==> src/rtl/flashreg_pkg.sv <==
`timescale 1ns/1ps
package flashreg_pkg;

    localparam int NREG = 4;

    localparam logic [7:0] OP_WREN    = 8'h06;
    localparam logic [7:0] OP_WRR     = 8'h01;
    localparam logic [7:0] OP_WRAR    = 8'h71;
    localparam logic [7:0] OP_RDAR    = 8'h65;
    localparam logic [7:0] OP_QPI_ON  = 8'h38;
    localparam logic [7:0] OP_QPI_OFF = 8'hF5;

    localparam int SR1_WIP  = 0;
    localparam int SR1_WEL  = 1;
    localparam int CR1_QUAD = 1;
    localparam int CR2_QPI  = 3;
    localparam int CR1_IDX  = 1;
    localparam int CR2_IDX  = 2;
    localparam int ADDR_VOL = 7;

    typedef enum logic [2:0] {
        CMD_NONE,
        CMD_WREN,
        CMD_WRR,
        CMD_WRAR,
        CMD_QPI_ON,
        CMD_QPI_OFF
    } cmd_kind_e;

    typedef struct packed {
        cmd_kind_e            kind;
        logic [2:0]           nregs;
        logic [7:0]           addr;
        logic [NREG-1:0][7:0] data;
    } reg_cmd_t;

    // Status bits 1:0 are owned by hardware; writes never reach them.
    function automatic logic [7:0] wr_mask(input int idx, input logic [7:0] d);
        return (idx == 0) ? {d[7:2], 2'b00} : d;
    endfunction

endpackage

==> src/rtl/flashreg_frame.sv <==
`timescale 1ns/1ps
module flashreg_frame #(
    parameter int CNT_W = 6,
    localparam int IDX_W = CNT_W - 3
) (
    input  logic             clk,
    input  logic             rst,
    input  logic             cs_n,
    input  logic             bit_stb,
    output logic             byte_done,
    output logic [IDX_W-1:0] byte_idx,
    output logic             frame_end,
    output logic             frame_aligned,
    output logic [IDX_W-1:0] frame_bytes
);
    logic [CNT_W-1:0] cnt_q;
    logic             cs_n_q;

    always_ff @(posedge clk) begin
        if (rst) begin
            cnt_q  <= '0;
            cs_n_q <= 1'b1;
        end else begin
            cs_n_q <= cs_n;
            if (cs_n)
                cnt_q <= '0;
            else if (bit_stb && (cnt_q != '1))
                cnt_q <= cnt_q + CNT_W'(1);
        end
    end

    assign byte_done     = !cs_n && bit_stb && (cnt_q[2:0] == 3'd7);
    assign byte_idx      = cnt_q[CNT_W-1:3];
    assign frame_end     = cs_n && !cs_n_q;
    assign frame_aligned = (cnt_q[2:0] == 3'd0);
    assign frame_bytes   = cnt_q[CNT_W-1:3];

    // A deselected bus must always hold an empty bit count (frame boundary, R4)
    assert_idle_count_R4: assert property (@(posedge clk) disable iff (rst)
        cs_n_q |-> (cnt_q == '0));

endmodule

==> src/rtl/flashreg_decode.sv <==
`timescale 1ns/1ps
module flashreg_decode
    import flashreg_pkg::*;
#(
    parameter int CNT_W = 6,
    localparam int IDX_W = CNT_W - 3
) (
    input  logic             clk,
    input  logic             rst,
    input  logic [7:0]       rx_byte,
    input  logic             byte_done,
    input  logic [IDX_W-1:0] byte_idx,
    input  logic             frame_end,
    input  logic             frame_aligned,
    input  logic [IDX_W-1:0] frame_bytes,
    output reg_cmd_t         cmd,
    output logic             rd_req,
    output logic [7:0]       rd_addr
);
    logic [7:0]           op_q;
    logic [NREG-1:0][7:0] dat_q;

    always_ff @(posedge clk) begin
        if (rst) begin
            op_q  <= '0;
            dat_q <= '0;
        end else if (byte_done) begin
            if (byte_idx == '0)
                op_q <= rx_byte;
            for (int i = 0; i < NREG; i++)
                if (int'(byte_idx) == i + 1)
                    dat_q[i] <= rx_byte;
        end
    end

    always_comb begin
        cmd      = '0;
        cmd.kind = CMD_NONE;
        cmd.data = dat_q;
        cmd.addr = dat_q[0];
        if (frame_end && frame_aligned) begin
            unique case (op_q)
                OP_WREN:    if (int'(frame_bytes) == 1) cmd.kind = CMD_WREN;
                OP_QPI_ON:  if (int'(frame_bytes) == 1) cmd.kind = CMD_QPI_ON;
                OP_QPI_OFF: if (int'(frame_bytes) == 1) cmd.kind = CMD_QPI_OFF;
                OP_WRR: begin
                    if (int'(frame_bytes) >= 2 && int'(frame_bytes) <= NREG + 1) begin
                        cmd.kind  = CMD_WRR;
                        cmd.nregs = 3'(int'(frame_bytes) - 1);
                    end
                end
                OP_WRAR: begin
                    if (int'(frame_bytes) == 3) begin
                        cmd.kind    = CMD_WRAR;
                        cmd.data[0] = dat_q[1];
                    end
                end
                default: cmd.kind = CMD_NONE;
            endcase
        end
    end

    assign rd_req  = byte_done && (int'(byte_idx) == 1) && (op_q == OP_RDAR);
    assign rd_addr = rx_byte;

    // A frame closed off a byte boundary never yields a command
    assert_misaligned_drop_R4: assert property (@(posedge clk) disable iff (rst)
        (frame_end && !frame_aligned) |-> (cmd.kind == CMD_NONE));

    // A multi-register write carries one to four registers
    assert_wrr_span_R3: assert property (@(posedge clk) disable iff (rst)
        (cmd.kind == CMD_WRR) |-> (cmd.nregs >= 3'd1 && int'(cmd.nregs) <= NREG));

endmodule

==> src/rtl/flashreg_bank.sv <==
`timescale 1ns/1ps
module flashreg_bank
    import flashreg_pkg::*;
#(
    parameter int                   BUSY_CYCLES = 8,
    parameter logic [NREG*8-1:0]    NV_INIT     = 32'h7860_0000,
    localparam int BW    = $clog2(BUSY_CYCLES + 1),
    localparam int IDX_W = $clog2(NREG)
) (
    input  logic                 clk,
    input  logic                 rst,
    input  logic                 por,
    input  reg_cmd_t             cmd,
    input  logic                 rd_req,
    input  logic [7:0]           rd_addr,
    output logic [NREG-1:0][7:0] live,
    output logic                 rd_valid,
    output logic [7:0]           rd_data
);
    logic [NREG-1:0][7:0] nv_q, v_q;
    logic                 wel_q;
    logic [BW-1:0]        busy_q;
    logic                 wip;
    logic [7:0]           rd_val;
    logic [IDX_W-1:0]     wa_idx, rd_idx;
    logic                 wa_ok, rd_ok;

    assign wip    = (busy_q != '0);
    assign wa_idx = cmd.addr[IDX_W-1:0];
    assign wa_ok  = (cmd.addr[ADDR_VOL-1:IDX_W] == '0);
    assign rd_idx = rd_addr[IDX_W-1:0];
    assign rd_ok  = (rd_addr[ADDR_VOL-1:IDX_W] == '0);

    always_comb begin
        live               = v_q;
        live[0][SR1_WIP]   = wip;
        live[0][SR1_WEL]   = wel_q;
    end

    always_comb begin
        rd_val = 8'h00;
        if (rd_ok)
            rd_val = rd_addr[ADDR_VOL] ? live[rd_idx] : nv_q[rd_idx];
    end

    always_ff @(posedge clk) begin
        if (rst) begin
            nv_q     <= NV_INIT;
            v_q      <= NV_INIT;
            wel_q    <= 1'b0;
            busy_q   <= '0;
            rd_valid <= 1'b0;
            rd_data  <= '0;
        end else begin
            rd_valid <= rd_req;
            if (rd_req)
                rd_data <= rd_val;
            if (por) begin
                v_q    <= nv_q;
                wel_q  <= 1'b0;
                busy_q <= '0;
            end else if (wip) begin
                busy_q <= busy_q - BW'(1);
            end else begin
                unique case (cmd.kind)
                    CMD_WREN:    wel_q <= 1'b1;
                    CMD_QPI_ON:  v_q[CR2_IDX][CR2_QPI] <= 1'b1;
                    CMD_QPI_OFF: v_q[CR2_IDX][CR2_QPI] <= 1'b0;
                    CMD_WRR: begin
                        if (wel_q) begin
                            for (int i = 0; i < NREG; i++) begin
                                if (i < int'(cmd.nregs)) begin
                                    nv_q[i] <= wr_mask(i, cmd.data[i]);
                                    v_q[i]  <= wr_mask(i, cmd.data[i]);
                                end
                            end
                            wel_q  <= 1'b0;
                            busy_q <= BW'(BUSY_CYCLES);
                        end
                    end
                    CMD_WRAR: begin
                        if (wel_q && wa_ok) begin
                            if (cmd.addr[ADDR_VOL])
                                v_q[wa_idx]  <= wr_mask(int'(wa_idx), cmd.data[0]);
                            else
                                nv_q[wa_idx] <= wr_mask(int'(wa_idx), cmd.data[0]);
                            wel_q  <= 1'b0;
                            busy_q <= BW'(BUSY_CYCLES);
                        end
                    end
                    default: ;
                endcase
            end
        end
    end

    // Entering the busy window always drops the write-enable latch
    assert_wel_drop_R5: assert property (@(posedge clk) disable iff (rst)
        $rose(wip) |-> !wel_q);

    // Nothing but the busy count moves while a write is in progress
    assert_busy_freeze_R6: assert property (@(posedge clk) disable iff (rst)
        (wip && !por) |=> ($stable(nv_q) && $stable(v_q)));

    // Non-volatile contents only change when the latch was armed
    assert_nv_needs_wel_R2: assert property (@(posedge clk) disable iff (rst)
        !$stable(nv_q) |-> $past(wel_q));

    // The latch only rises after a write-enable command
    assert_wel_source_R1: assert property (@(posedge clk) disable iff (rst)
        $rose(wel_q) |-> $past(cmd.kind == CMD_WREN));

endmodule

==> src/rtl/flash_cfg_regs.sv <==
`timescale 1ns/1ps
module flash_cfg_regs
    import flashreg_pkg::*;
#(
    parameter int                CNT_W       = 6,
    parameter int                BUSY_CYCLES = 8,
    parameter logic [NREG*8-1:0] NV_INIT     = 32'h7860_0000,
    localparam int IDX_W = CNT_W - 3
) (
    input  logic       clk,
    input  logic       rst,
    input  logic       por_i,
    input  logic       cs_n_i,
    input  logic       bit_stb_i,
    input  logic [7:0] rx_byte_i,
    output logic [7:0] sr1_o,
    output logic [7:0] cr1_o,
    output logic [7:0] cr2_o,
    output logic [7:0] cr3_o,
    output logic       quad_o,
    output logic       qpi_o,
    output logic       rd_valid_o,
    output logic [7:0] rd_data_o
);
    logic                 byte_done, frame_end, frame_aligned;
    logic [IDX_W-1:0]     byte_idx, frame_bytes;
    reg_cmd_t             cmd;
    logic                 rd_req;
    logic [7:0]           rd_addr;
    logic [NREG-1:0][7:0] live;

    flashreg_frame #(.CNT_W(CNT_W)) u_frame (
        .clk(clk), .rst(rst), .cs_n(cs_n_i), .bit_stb(bit_stb_i),
        .byte_done(byte_done), .byte_idx(byte_idx), .frame_end(frame_end),
        .frame_aligned(frame_aligned), .frame_bytes(frame_bytes)
    );

    flashreg_decode #(.CNT_W(CNT_W)) u_decode (
        .clk(clk), .rst(rst), .rx_byte(rx_byte_i), .byte_done(byte_done),
        .byte_idx(byte_idx), .frame_end(frame_end), .frame_aligned(frame_aligned),
        .frame_bytes(frame_bytes), .cmd(cmd), .rd_req(rd_req), .rd_addr(rd_addr)
    );

    flashreg_bank #(.BUSY_CYCLES(BUSY_CYCLES), .NV_INIT(NV_INIT)) u_bank (
        .clk(clk), .rst(rst), .por(por_i), .cmd(cmd), .rd_req(rd_req),
        .rd_addr(rd_addr), .live(live), .rd_valid(rd_valid_o), .rd_data(rd_data_o)
    );

    assign sr1_o  = live[0];
    assign cr1_o  = live[CR1_IDX];
    assign cr2_o  = live[CR2_IDX];
    assign cr3_o  = live[3];
    assign qpi_o  = live[CR2_IDX][CR2_QPI];
    assign quad_o = live[CR1_IDX][CR1_QUAD] | live[CR2_IDX][CR2_QPI];

endmodule

==> config.mk <==
export PLATFORM = sky130hd
export DESIGN_NAME = flash_cfg_regs
export DESIGN_NICKNAME = d
export VERILOG_FILES = /design/src/rtl/flashreg_pkg.sv /design/src/rtl/flashreg_frame.sv /design/src/rtl/flashreg_decode.sv /design/src/rtl/flashreg_bank.sv /design/src/rtl/flash_cfg_regs.sv
export SDC_FILE = /design/constraint.sdc
export NUM_CORES = 1
export LEC_CHECK = 0
export BUFFER_PORTS_ARGS = -buffer_cell sky130_fd_sc_hd__buf_2
export CAP_MARGIN = 10
export CORE_ASPECT_RATIO = 0.75
export CORE_MARGIN = 10
export CORE_UTILIZATION = 54
export DETAILED_ROUTE_END_ITERATION = 8
export HOLD_SLACK_MARGIN = 0.08
export MAX_ROUTING_LAYER = met4
export PLACE_DENSITY = 0.76
export SLEW_MARGIN = 0
export SYNTH_ARGS = -nofsm -noshare
export SYNTH_HDL_FRONTEND = slang
export SYNTH_SLANG_ARGS = --single-unit
==> constraint.sdc <==
create_clock -name clk -period 3.1 [get_ports clk]
set_input_delay 0.31 -clock clk [delete_from_list [all_inputs] [get_ports clk]]
set_output_delay 0.31 -clock clk [all_outputs]
set_load 0.005 [all_outputs]
==> qor.csv <==
stage;metric;value;unit
detailed_routing;vias per inst;6.40;
critical_path;r2r worst-path depth;10;
placement;cell count after placement;928;
clocking;CTS Sinks;123;
yosys;Synth cell types;61;
die;floorplan row count;34;
power;maximum vdd ir drop;0.413;mV
global_route;maximum number of pins on one net before global-route repair;56;
die;die area;16500;µm²
global_route;GRT overflow;0;
outcome;status;finished clean;
yosys;Post-Syn Area per Cell;8.73;µm²
layout;Fillers;916;
yosys;ys async rst share;0;%
sta;Final Setup Violations;0;
clocking;clock root buffer;clkbuf_16;
detailed_routing;Antenna Nets Post-Route;0;
yosys;Post-synth EDFFs;0;
placement;post-place setup slack;-100;ps
sta;achievable frequency;0.333;GHz
clocking;CTS buffer count;17;
detailed_routing;via count;6156;
critical_path;Crit-path slowest cell;o21ai_0;
placement;Placed Area;6920;µm²
global_route;vias in the first global route;6051;
layout;Finished Layout Cells;962;
critical_path;crit path cell chain;inv_1, ha_1, nand4bb_1, nor4_2, buf_4, buf_4, o21ai_0, and2_1, mux2i_1, a211oi_1;
die;Die W;145;µm
layout;Area Growth Syn to Fin;20.6;%
detailed_routing;1st-pass router iterations;6;
die;starting density of the core;54.9;%
layout;# diodes;0;
die;Die Span Y;114;µm
power;Power Density;520;nW/µm²
detailed_routing;1st-iter DRT viols;777;
power;static leakage;2.93;nW
sta;Setup WS post-layout;93.7;ps
detailed_routing;DR WL/cell;21.5;µm
yosys;Synthesized Nets;746;
sta;fin crit period;3010;ps
critical_path;Critical Path AT;3280;ps
sta;worst relative slew slack;26.7;%
yosys;Seq/Total Area, Yosys;38.9;%
hold_path;worst min path class;input port to flop;
yosys;Cells after Synth;725;
global_route;global-route wire length before repair;33000;µm
placement;routability cong.;0.951;
critical_path;max incr delay on CP;460;ps
clocking;CTS clk-pin slew, worst paths;60;ps
die;num ports;56;
clocking;Worst-Skew Late Latency;420;ps
global_route;initial antenna violation count;0;
critical_path;CP max FO;19;
sta;Worst Tran Pin Value;1090;ps
run;maxcap violations;0;
hold_path;hold path cells;3;
yosys;Synth Register Bits;123;
sta;worst hold slack;205;ps
placement;hpwl dp;13900;µm
critical_path;Worst setup SP type;flop;
global_route;GRT Total Usage;25.5;%
critical_path;crit path kind;flop to flop;
critical_path;CP Capture Type;flop;
yosys;Synthesis Warnings;0;
sta;Worst Skew;10.4;ps
die;core area;11500;µm²
sta;Slew Limit Fails;0;
clocking;CTS Buffer Depth;2;
layout;layout cell share with drive strength beyond 1;23.0;%
layout;Final Cell Area;7630;µm²
sta;Fin. Hold Viols;0;
sta;RSZ-0062 raised after global routing;no;
detailed_routing;Routed WL;20700;µm
sta;Final Cycle Share;97.0;%
placement;Port Buffers;55;
yosys;Primary FF master, synth;dfxtp_1;
layout;Final nets;808;
clocking;CTS tree;yes;
clocking;H-Tree Depth;4;
critical_path;critical path's most frequent cell;buf_4;
critical_path;worst endpoint required time;3370;ps
detailed_routing;number of remaining DRC errors;0;
yosys;synthesized area;6330;µm²
## final timing paths
kind	slack [ps]	end	from
max	90	u_bank.live[12]	u_frame.cnt_q[0]
min	210	u_decode.cmd[38]	rx_byte_i[6]
max reg2reg	90	u_bank.live[12]	u_frame.cnt_q[0]
min reg2reg	450	u_bank.rd_data[7]	u_bank.rd_data[7]
## power breakdown
group	switching [W]	internal (W)	total [W]
sequential	0.0000161	0.00160	0.00161
clock	0.000779	0.00137	0.00215
combinational	0.000123	0.0000780	0.000201
## state kept, by name, indices dropped and copies added, names as in the netlist
signal	flops
u_bank.live	30
u_bank.busy_q	4
u_bank.nv_q	32
u_frame.cs_n_q	1
u_frame.cnt_q	6
u_bank.rd_valid	1
u_decode.op_q	8
u_bank.wel_q	1
u_decode.cmd	32
u_bank.rd_data	8
## cells by family after synthesis
group,synth area share [%]
buffers and inverters,4.63
DFF,38.9
muxes,16.2
adders and majority gates,1.58
xor gates and xnor gates,0.554
and+or+nand+nor,22.0
AOI/OAI and AO/OA,16.2
## cell type report
type / count / area, µm² / area share, %
multi-input combinational: 532 / 3650 / 47.8
sequential: 123 / 2460 / 32.3
timing repair buffer: 95 / 616 / 8.07
clock buffer: 18 / 439 / 5.76
tap: 162 / 203 / 2.66
clock inverter: 14 / 194 / 2.54
inverter: 18 / 67.6 / 0.886
## worst max-delay path: cells and delay by family, from the launching register on
| family | cells | cell delay [ps] |
|---|---|---|
| fa+ha+maj | 1 | 180 |
| mux | 1 | 230 |
| simple gates | 3 | 980 |
| buf+inv | 3 | 550 |
| flops | 1 | 330 |
| compound gates | 2 | 590 |
## stage by stage
| stage | util [%] | setup TNS, ps | power (W) |
|---|---|---|---|
| global placement | 60.0 | 0 | 0.00183 |
| finish | 66.2 | 0 | 0.00397 |
| CTS | 65.6 | 0 | 0.00395 |
| global route | 66.2 | 0 | 0.00405 |
| detailed placement | 60.0 | -101 | 0.00184 |
| floorplan | - | 0 | 0.00176 |
## repair_timing
action,CTS,global route
endpoints found under the setup margin,2,35
hold endpoints to repair,0,0
resized for setup,2,8
hold buffers,0,0
setup buffers,0,2
pin swaps,0,2
## placed cells by master, fill, tap and decap left out, types with 3 or more instances in the layout
cell	n
a2111oi_4	3
a211o_1	8
a211oi_1	9
a21oi_1	44
a311oi_1	14
a31oi_1	4
and2_1	5
buf_12	3
buf_2	54
buf_4	38
bufinv_16	4
clkbuf_16	17
clkinv_2	3
clkinv_4	3
dfxtp_1	123
ha_1	8
inv_1	18
mux2_2	10
mux2i_1	55
mux4_2	16
nand2_1	114
nand2b_1	7
nand3_1	44
nand3b_1	5
nor2_1	78
nor3_1	5
nor3b_1	3
o211ai_1	7
o21a_1	5
o21ai_0	19
o31ai_1	5
o41ai_1	6
or2_2	7
or3_1	3
or4_1	4
or4b_2	6
## synthesized netlist by cell type (all sizes together), types with 3 or more instances
cell type | instances | area (µm²)
a31oi | 4 | 25.0
nor2 | 79 | 299
a311oi | 15 | 131
o31ai | 5 | 37.5
mux4 | 16 | 360
nand2 | 114 | 428
o211ai | 7 | 52.6
or3b | 3 | 26.3
mux2i | 55 | 551
nand2b | 7 | 43.8
a21oi | 44 | 220
o21a | 5 | 37.5
nor3 | 6 | 30.0
and2 | 5 | 31.3
a2111oi | 4 | 91.3
a211oi | 10 | 75.1
nand3 | 44 | 220
or2 | 7 | 43.8
o41ai | 6 | 52.6
a211o | 9 | 78.8
nand3b | 5 | 37.5
inv | 18 | 67.6
or4b | 7 | 73.8
ha | 8 | 100
mux2 | 10 | 113
o21ai | 20 | 100
dfxtp | 123 | 2460
buf | 13 | 78.8
clkbuf | 39 | 146
or4 | 5 | 41.3
nor3b | 3 | 22.5
or3 | 4 | 25.0
## layer usage
metal	GRT usage, %	share of wire (%)
met1	31.9	42
met2	39.5	46
met3	5.82	8.6
met4	10.3	3.3
met5	-	0
Note: power is estimated with default switching activity, not from simulation.
